===== src/rtl/cic_pkg.sv =====
package cic_pkg;

    // Default configuration of the decimator.
    localparam int unsigned CIC_RATE_DEF   = 16;
    localparam int unsigned CIC_ORDER_DEF  = 4;
    localparam int unsigned CIC_OUT_W_DEF  = 16;

    // Per-cycle control produced by the phase counter.
    typedef struct packed {
        logic accept;   // an input sample is taken this cycle
        logic dump;     // this sample closes a block of RATE inputs
    } cic_tick_t;

endpackage


===== src/rtl/cic_phase_counter.sv =====
module cic_phase_counter
    import cic_pkg::*;
#(
    parameter int unsigned RATE = CIC_RATE_DEF
) (
    input  logic      clk,
    input  logic      rst,
    input  logic      in_valid,
    output cic_tick_t tick
);
    localparam int unsigned CNT_W = (RATE > 1) ? $clog2(RATE) : 1;
    localparam logic [CNT_W-1:0] LAST = CNT_W'(RATE - 1);

    typedef struct packed {
        logic [CNT_W-1:0] phase;
    } phase_state_t;

    phase_state_t st_q, st_d;

    always_comb begin
        st_d        = st_q;
        tick.accept = in_valid;
        tick.dump   = in_valid && (st_q.phase == LAST);
        if (in_valid) begin
            if (st_q.phase == LAST) begin
                st_d.phase = '0;
            end else begin
                st_d.phase = st_q.phase + 1'b1;
            end
        end
    end

    always_ff @(posedge clk) begin
        if (rst) begin
            st_q <= '0;
        end else begin
            st_q <= st_d;
        end
    end

endmodule


===== src/rtl/cic_integrator_chain.sv =====
module cic_integrator_chain #(
    parameter int unsigned ORDER = 4,
    parameter int unsigned WIDTH = 18
) (
    input  logic             clk,
    input  logic             rst,
    input  logic             accept,
    input  logic [WIDTH-1:0] sample,
    output logic [WIDTH-1:0] sum_last
);
    typedef struct packed {
        logic [ORDER-1:0][WIDTH-1:0] acc;
    } integ_state_t;

    integ_state_t st_q, st_d;

    // Feed of each stage: the mapped input for the first, the previous
    // stage's register for the rest (one register per stage, modular adds).
    logic [ORDER-1:0][WIDTH-1:0] feed;

    genvar g;
    generate
        for (g = 0; g < ORDER; g++) begin : g_feed
            if (g == 0) begin : g_head
                assign feed[g] = sample;
            end else begin : g_tail
                assign feed[g] = st_q.acc[g-1];
            end
        end
    endgenerate

    always_comb begin
        st_d = st_q;
        if (accept) begin
            for (int k = 0; k < ORDER; k++) begin
                st_d.acc[k] = st_q.acc[k] + feed[k];
            end
        end
    end

    always_ff @(posedge clk) begin
        if (rst) begin
            st_q <= '0;
        end else begin
            st_q <= st_d;
        end
    end

    assign sum_last = st_q.acc[ORDER-1];

endmodule


===== src/rtl/cic_comb_chain.sv =====
module cic_comb_chain #(
    parameter int unsigned ORDER = 4,
    parameter int unsigned WIDTH = 18
) (
    input  logic             clk,
    input  logic             rst,
    input  logic             dump,
    input  logic [WIDTH-1:0] din,
    output logic [WIDTH-1:0] dout
);
    typedef struct packed {
        logic [ORDER-1:0][WIDTH-1:0] dly;
    } comb_state_t;

    comb_state_t st_q, st_d;

    // stage_in[k] enters difference stage k; stage_in[ORDER] is the result.
    logic [ORDER:0][WIDTH-1:0] stage_in;

    assign stage_in[0] = din;

    genvar g;
    generate
        for (g = 0; g < ORDER; g++) begin : g_diff
            assign stage_in[g+1] = stage_in[g] - st_q.dly[g];
        end
    endgenerate

    always_comb begin
        st_d = st_q;
        if (dump) begin
            for (int k = 0; k < ORDER; k++) begin
                st_d.dly[k] = stage_in[k];
            end
        end
    end

    always_ff @(posedge clk) begin
        if (rst) begin
            st_q <= '0;
        end else begin
            st_q <= st_d;
        end
    end

    assign dout = stage_in[ORDER];

endmodule


===== src/rtl/cic_decimator.sv =====
module cic_decimator
    import cic_pkg::*;
#(
    parameter int unsigned DEC_FACTOR = CIC_RATE_DEF,
    parameter int unsigned ORDER      = CIC_ORDER_DEF,
    parameter int unsigned OUT_W      = CIC_OUT_W_DEF
) (
    input  logic             clk,
    input  logic             rst,
    input  logic             in_valid,
    input  logic             in_bit,
    output logic             out_valid,
    output logic [OUT_W-1:0] out_word
);
    localparam int unsigned LOG2_RATE = $clog2(DEC_FACTOR);
    localparam int unsigned GROWTH    = ORDER * LOG2_RATE;
    // Full-scale sum is +/- 2^GROWTH; one extra bit keeps +2^GROWTH apart.
    localparam int unsigned REG_W     = GROWTH + 2;
    localparam int unsigned FRAC_BITS = OUT_W - 2;
    localparam int unsigned SHIFT     = GROWTH - FRAC_BITS;

    cic_tick_t        tick;
    logic [REG_W-1:0] mapped;
    logic [REG_W-1:0] integ_out;
    logic [REG_W-1:0] comb_out;

    // +1 for a one, -1 for a zero.
    assign mapped = in_bit ? {{(REG_W-1){1'b0}}, 1'b1} : {REG_W{1'b1}};

    cic_phase_counter #(
        .RATE (DEC_FACTOR)
    ) u_phase (
        .clk      (clk),
        .rst      (rst),
        .in_valid (in_valid),
        .tick     (tick)
    );

    cic_integrator_chain #(
        .ORDER (ORDER),
        .WIDTH (REG_W)
    ) u_integ (
        .clk      (clk),
        .rst      (rst),
        .accept   (tick.accept),
        .sample   (mapped),
        .sum_last (integ_out)
    );

    cic_comb_chain #(
        .ORDER (ORDER),
        .WIDTH (REG_W)
    ) u_comb (
        .clk  (clk),
        .rst  (rst),
        .dump (tick.dump),
        .din  (integ_out),
        .dout (comb_out)
    );

    typedef struct packed {
        logic             valid;
        logic [OUT_W-1:0] word;
    } out_state_t;

    out_state_t       st_q, st_d;
    logic signed [REG_W-1:0] scaled;

    assign scaled = $signed(comb_out) >>> SHIFT;

    always_comb begin
        st_d       = st_q;
        st_d.valid = tick.dump;
        if (tick.dump) begin
            st_d.word = scaled[OUT_W-1:0];
        end
    end

    always_ff @(posedge clk) begin
        if (rst) begin
            st_q <= '0;
        end else begin
            st_q <= st_d;
        end
    end

    assign out_valid = st_q.valid;
    assign out_word  = st_q.word;

endmodule


===== config.mk =====
export PLATFORM = sky130hd
export DESIGN_NAME = cic_decimator
export DESIGN_NICKNAME = d
export VERILOG_FILES = /design/src/rtl/cic_pkg.sv /design/src/rtl/cic_phase_counter.sv /design/src/rtl/cic_integrator_chain.sv /design/src/rtl/cic_comb_chain.sv /design/src/rtl/cic_decimator.sv
export SDC_FILE = /design/constraint.sdc
export NUM_CORES = 1
export LEC_CHECK = 0
export ABC_CLOCK_PERIOD_IN_PS = 16500
export BUFFER_PORTS_ARGS = -buffer_cell sky130_fd_sc_hd__buf_4
export CORE_ASPECT_RATIO = 1.25
export CORE_MARGIN = 2
export CORE_UTILIZATION = 25
export CTS_CLUSTER_SIZE = 28
export DETAILED_ROUTE_END_ITERATION = 16
export GPL_TIMING_DRIVEN = 0
export PLACE_DENSITY = 0.39
export REMOVE_ABC_BUFFERS = 1
export SKIP_LAST_GASP = 1
export SLEW_MARGIN = 20
export SYNTH_ARGS = -nofsm -noshare
export SYNTH_HDL_FRONTEND = slang
export SYNTH_SLANG_ARGS = --single-unit

===== constraint.sdc =====
create_clock -name clk -period 16.5 [get_ports clk]
set_input_delay 0 -clock clk [delete_from_list [all_inputs] [get_ports clk]]
set_output_delay 0 -clock clk [all_outputs]
set_load 0.02 [all_outputs]

==> results of run 1 <==
-- placed cells by master, fill, tap and decap left out, types with 9 or more instances in the layout --
cell	n
o211ai_1	11
ha_1	135
or2_2	9
xor2_1	34
clkbuf_16	17
a22o_1	13
nand2b_1	16
buf_4	19
mux2i_1	38
a21o_1	34
inv_1	99
a21oi_1	172
o21ai_0	55
a31oi_1	11
o21a_1	23
and2_1	9
nand2_1	187
nand3_1	15
nor2b_1	19
nor2_1	113
nor3_1	27
xnor2_1	76
a211oi_1	18
dfxtp_1	165
and3_1	12
-- final cells by class --
class | instances | area, um2
Inverter | 101 | 379
Multi-Input combinational cell | 1139 | 7740
Timing Repair Buffer | 31 | 340
Sequential cell | 165 | 3300
Tap cell | 585 | 732
Clock buffer | 19 | 443
Clock inverter | 13 | 103
Fill cell | 4974 | 33000
-- per-stage QoR --
step / utilization / setup WS [ps]
after floorplan: - / 11030
after global placement: 0.267 / 10000
after detailed placement: 0.271 / 9940
after CTS: 0.283 / 9890
after global routing: 0.283 / 9390
final: 0.283 / 10000
-- registers in the layout (all words and copies together), names as in the netlist --
name	count
u_integ.feed	54
u_phase.st_q	4
out_valid	1
u_comb.st_q	72
out_word	16
u_integ.sum_last	18
-- per-layer routing --
layer  share of wire  vias up  GRT usage
met5               0        -          0
met4           0.017        0     0.0378
met3           0.016       22     0.0172
met2            0.52       57      0.220
met1            0.44     4194      0.120
li1                -     5093          -
-- power by group --
part           leakage (nW)  internal, mW  switching (mW)
registers              1.34         0.419          0.0205
logic                  3.66         0.731           0.805
clock network         0.248         0.198           0.180
-- how the worst min path moves through the flow --
| stage | startpoint | to | slack, ps |
|---|---|---|---|
| 6_report | in_bit | u_integ.feed[35]$_SDFFE_PP0P_ | 110 |
| 2_1_floorplan | rst | out_word[0]$_SDFFE_PP0P_ | 70 |
| 3_3_place_gp | out_valid$_SDFF_PP0_ | out_valid | 410 |
| 4_1_cts | in_bit | u_integ.feed[35]$_SDFFE_PP0P_ | 90 |
| 5_1_grt | in_bit | u_integ.feed[35]$_SDFFE_PP0P_ | 180 |
| 3_5_place_dp | rst | u_comb.st_q[61]$_SDFFE_PP0P_ | 380 |
-- tightest hold or removal path, delay by kind of cell --
family / cells / cell delay (ps)
AOI/OAI and AO/OA: 1 / 90
buffers and inverters: 1 / 90
and+or+nand+nor: 4 / 330
-- cells by family (layout without fill, tap and decap cells) --
logic type,after synthesis,count (layout),share of synthesized area
AND/OR/NAND/NOR,445,445,0.173
AO/OA/AOI/OAI,402,402,0.217
flip-flops,165,165,0.285
buffers and inverters,148,164,0.0479
adder cells (fa/ha/maj),142,142,0.158
XOR/XNOR,112,112,0.0865
multiplexers,38,38,0.0328
==> results.sh, run 1 <==
export IMPL_outcome="complete, no violations"
export IMPL_worst_slew_pin_slew_ps=1060
export IMPL_r2r_end="out_word[15]$_SDFFE_PP0P_"
export IMPL_critPathMaxStageDelay_ps=620
export IMPL_cts_setup_buffers=0
export IMPL_rsz0062_at_grt="no"
export IMPL_die_area_mm2=0.0481
export IMPL_irDropWorstVdd_mv=0.133
export IMPL_cellLeakagePower_nw=5.24
export IMPL_required_ps=16830
export IMPL_synth_edf_count=0
export IMPL_vias_per_cell=4.56
export IMPL_cp_num_cells=30
export IMPL_overflow=0
export IMPL_finalCriticalPeriod_ps=6500
export IMPL_post_synth_top_area_cell="dfxtp_1"
export IMPL_relSlewSlack=0.295
export IMPL_cts_tree="yes"
export IMPL_grt_pass1_wl_mm=43.9
export IMPL_whs_ps=113
export IMPL_fmax_ghz=0.154
export IMPL_clk_path_buf_depth=2
export IMPL_synth_avg_cell_area_um2=7.99
export IMPL_p_per_area_mw_per_mm2=180
export IMPL_rows=88
export IMPL_hpwl_mm=18.6
export IMPL_die_w_um=197
export IMPL_finalSetupTns_ps=0
export IMPL_reg2reg_from="u_integ.sum_last[0]$_SDFFE_PP0P_"
export IMPL_cts_resized_gates=0
export IMPL_die_height_um=245
export IMPL_finalHoldViolations=0
export IMPL_synth_most_common_cell="nand2_1"
export IMPL_numCtsBuffers=17
export IMPL_fin_skew_ps=10.1
export IMPL_crit_path_top_delay_cell="o311ai_0"
export IMPL_grt_max_degree=104
export IMPL_htree_levels=4
export IMPL_synthTopCellsByCount="nand2_1 (187), a21oi_1 (172), dfxtp_1 (165)"
export IMPL_crit_type="flop to flop"
export IMPL_synthTopCellsByArea="dfxtp_1 (28%), ha_1 (15%), a21oi_1 (7.4%), nand2_1 (6.1%), xnor2_1 (5.7%)"
export IMPL_crit_path_frequent_cell="ha_1"
export IMPL_dpl_cell_area_mm2=0.0125
export IMPL_synth_ff_latch_count=165
export IMPL_post_route_period_util=0.394
export IMPL_syn_inst=1452
export IMPL_gr_usage_all_layers=0.112
export IMPL_cts_root_buf="clkbuf_16"
export IMPL_synth_seq_area_share=0.285
export IMPL_antennaDiodeCount=0
export IMPL_syn_to_final_growth_pct=12.5
export IMPL_crit_start="u_integ.sum_last[0]$_SDFFE_PP0P_"
export IMPL_core_mm2=0.0460
export IMPL_dp_cells=2020
export IMPL_maxCapViolations=0
export IMPL_holdCritPathClass="input port to flop"
export IMPL_final_instance_count_excl_fill=2053
export IMPL_path_max_fanout=5
export IMPL_ios=21
export IMPL_start_util=0.252
export IMPL_num_nets_final=1601
export IMPL_p_total_mw=2.35
export IMPL_fin_area_mm2=0.0130
export IMPL_drtIter0Drc=277
export IMPL_grt_pass1_vias=9380
export IMPL_setup_viol=0
export IMPL_clock_latency_ps=440
export IMPL_synth_flop_cell="dfxtp_1"
export IMPL_vias=9366
export IMPL_yosys_warnings=0
export IMPL_drive_above_1_share=0.0593
export IMPL_gp_congestion=0.731
export IMPL_hold_path_cell_count=6
export IMPL_drt_pre_antenna_iters=4
export IMPL_clock_sinks=165
export IMPL_crit_path_end_kind="flop"
export IMPL_crit_arrival_ps=6820
export IMPL_drcViolationCount=0
export IMPL_routed_wl_mm=25.8
export IMPL_endpoint="out_word[15]$_SDFFE_PP0P_"
export IMPL_start_kind="flop"
export IMPL_syn_area_mm2=0.0116
export IMPL_slew_violations=0
export IMPL_r2r_slack_ps=10000
export IMPL_clk_pin_slew_ps=70
export IMPL_antenna_found_initial=0
export IMPL_synth_cell_types=63
export IMPL_path_delay_family="compound AO/OA/AOI/OAI gates"
export IMPL_routedWlPerCell_um=12.6
export IMPL_port_buffers=20
export IMPL_reg2reg_depth=30
export IMPL_synth_top_area_frac=0.285
export IMPL_cp_buffers_inverters=1
export IMPL_hold_buffers=1
export IMPL_async_reset_ff_frac=0
export IMPL_ant_nets=0
Note: power is estimated with default switching activity, not from simulation.
==> run 2, diff against run 1 <==
--- a/config.mk
+++ b/config.mk
@@ -5,7 +5,7 @@
 export SDC_FILE = /design/constraint.sdc
 export NUM_CORES = 1
 export LEC_CHECK = 0
-export ABC_CLOCK_PERIOD_IN_PS = 16500
+export ABC_CLOCK_PERIOD_IN_PS = 6600
 export BUFFER_PORTS_ARGS = -buffer_cell sky130_fd_sc_hd__buf_4
 export CORE_ASPECT_RATIO = 1.25
 export CORE_MARGIN = 2
==> constraint.sdc (replaced) <==
create_clock -name clk -period 6.6 [get_ports clk]
set_input_delay 0 -clock clk [delete_from_list [all_inputs] [get_ports clk]]
set_output_delay 0 -clock clk [all_outputs]
set_load 0.02 [all_outputs]
==> results.sh, run 2 (synthesis results as in run 1) <==
export IMPL_outcome="complete, no violations"
export IMPL_switchingPower_mw=2.57
export IMPL_port_buffers=20
export IMPL_p_total_mw=6.01
export IMPL_hpwl_mm=18.6
export IMPL_cts_root_buf="clkbuf_16"
export IMPL_gp_congestion=0.731
export IMPL_routedWlPerCell_um=12.5
export IMPL_holdCritPathClass="input port to flop"
export IMPL_p_clk_frac=0.157
export IMPL_grt_pass1_wl_mm=43.9
export IMPL_htree_levels=4
export IMPL_r2r_end="out_word[15]$_SDFFE_PP0P_"
export IMPL_grt_pass1_vias=9380
export IMPL_reg2reg_from="u_integ.sum_last[0]$_SDFFE_PP0P_"
export IMPL_ant_nets=0
export IMPL_reg2reg_depth=32
export IMPL_start_kind="flop"
export IMPL_finalSetupTns_ps=0
export IMPL_critPathMaxStageDelay_ps=480
export IMPL_post_route_period_util=0.921
export IMPL_num_nets_final=1605
export IMPL_syn_to_final_growth_pct=13.2
export IMPL_rsz0062_at_grt="no"
export IMPL_numCtsBuffers=17
export IMPL_r2r_slack_ps=520
export IMPL_crit_arrival_ps=6410
export IMPL_p_per_area_mw_per_mm2=457
export IMPL_drcViolationCount=0
export IMPL_layout_commonest_cell="nand2_1"
export IMPL_slew_violations=0
export IMPL_top_register="u_comb.st_q"
export IMPL_fmax_ghz=0.164
export IMPL_whs_endpoint="u_integ.feed[35]$_SDFFE_PP0P_"
export IMPL_crit_path_top_delay_cell="o31ai_1"
export IMPL_nFillCells=4963
export IMPL_grt_max_degree=104
export IMPL_finalCriticalPeriod_ps=6080
export IMPL_ios=21
export IMPL_cellLeakagePower_nw=5.27
export IMPL_crit_start="u_integ.sum_last[0]$_SDFFE_PP0P_"
export IMPL_clk_pin_slew_ps=70
export IMPL_finalHoldViolations=0
export IMPL_relSlewSlack=0.300
export IMPL_hold_path_cell_count=6
export IMPL_worst_slew_pin_slew_ps=1050
export IMPL_gr_usage_all_layers=0.112
export IMPL_clk_path_buf_depth=2
export IMPL_die_height_um=245
export IMPL_die_area_mm2=0.0481
export IMPL_vias=9412
export IMPL_fin_skew_ps=10.1
export IMPL_p_sw_frac=0.428
export IMPL_irDropWorstVdd_mv=0.334
export IMPL_p_seq_frac=0.183
export IMPL_largest_register_ffs=72
export IMPL_core_mm2=0.0460
export IMPL_crit_path_end_kind="flop"
export IMPL_setup_viol=0
export IMPL_rows=88
export IMPL_crit_path_frequent_cell="xnor2_1"
export IMPL_vias_per_cell=4.58
export IMPL_path_max_fanout=6
export IMPL_start_util=0.252
export IMPL_final_cell_mix="nand2_1 (187), a21oi_1 (169), dfxtp_1 (163)"
export IMPL_clock_latency_ps=440
export IMPL_die_w_um=197
export IMPL_overflow=0
export IMPL_antennaDiodeCount=0
export IMPL_p_int_mw=3.44
export IMPL_min_from="in_bit"
export IMPL_routed_wl_mm=25.8
export IMPL_drtIter0Drc=262
export IMPL_maxCapViolations=0
export IMPL_drive_above_1_share=0.0707
export IMPL_clock_sinks=165
export IMPL_antenna_found_initial=0
export IMPL_drt_pre_antenna_iters=4
export IMPL_crit_type="flop to flop"
export IMPL_pwr_share_comb=0.660
export IMPL_cts_tree="yes"
export IMPL_required_ps=6930
[run 2: changes by cell type in the layout (fill, tap and decap cells not counted), moves of 2 or more]
cell	delta
a21oi_1	-3
ha_1	-2
ha_2	+2
a21oi_2	+3
a31oi_1	-2
o21ai_0	-2
o21ai_1	+2
dfxtp_2	+2
dfxtp_1	-2
a31oi_2	+2
buf_4	+4
[run 2: power groups by stage]
stage / clock [mW] / combinational [mW] / sequential [mW]
global placement: 0 / 3.87 / 1.12
CTS: 0.991 / 3.90 / 1.10
finish: 0.942 / 3.97 / 1.10
global route: 1.02 / 4.48 / 1.11
detailed placement: 0 / 3.88 / 1.12
floorplan: 0 / 3.22 / 1.10
[run 2: metal layers]
metal	share of wire	global-route usage
met5	0	0
met4	0.018	0.0378
met3	0.016	0.0172
met2	0.52	0.220
met1	0.44	0.120
[run 2: per-stage QoR]
step | area, um2 | hold WS (ps) | instances | util | setup WS [ps]
2_1_floorplan | 11400 | 69.1 | 1405 | - | 1130
3_3_place_gp | 12300 | 414 | 2010 | 0.267 | 95.7
3_5_place_dp | 12500 | 379 | 2020 | 0.271 | 35.9
4_1_cts | 13000 | 89.3 | 2053 | 0.283 | 101
5_1_grt | 13100 | 175 | 2057 | 0.285 | 0.801
6_report | 13100 | 114 | 2057 | 0.285 | 520
[run 2: area by class of cell]
cell class                 instances  area, um2  share of cell area
multi-input combinational       1139       7800               0.594
clock buffer                      19        443              0.0337
clock inverter                    13        103             0.00781
sequential                       165       3310               0.252
inverter                         101        379              0.0289
timing repair buffer              35        370              0.0282
tap                              585        732              0.0557
[run 2: worst max-delay path by stage]
stage / end / slack, ps / cells after the start
final: out_word[15]$_SDFFE_PP0P_ / 520 / 32
after global routing: out_word[15]$_SDFFE_PP0P_ / 0.8 / 33
after CTS: out_word[15]$_SDFFE_PP0P_ / 100 / 30
after global placement: out_word[15]$_SDFFE_PP0P_ / 100 / 30
after detailed placement: out_word[15]$_SDFFE_PP0P_ / 40 / 30
after floorplan: out_word[15]$_SDFFE_PP0P_ / 1130 / 30
[run 2: repair_timing]
action                     4_1_cts  5_1_grt
cloned                           0        0
hold buffers                     1        0
hold endpoints to repair        40        0
buffers inserted                 0        4
gates resized for setup          1       15
pin swaps                        0        5
setup endpoints to repair        1        3
[run 2: worst max-delay path, delay by kind of cell, from the launching register on]
family,cells,cell delay (ps)
xor+xnor,5,750
compound gates,13,2160
flops,1,370
buf+inv,2,120
simple gates,7,1050
fa+ha+maj,5,1530
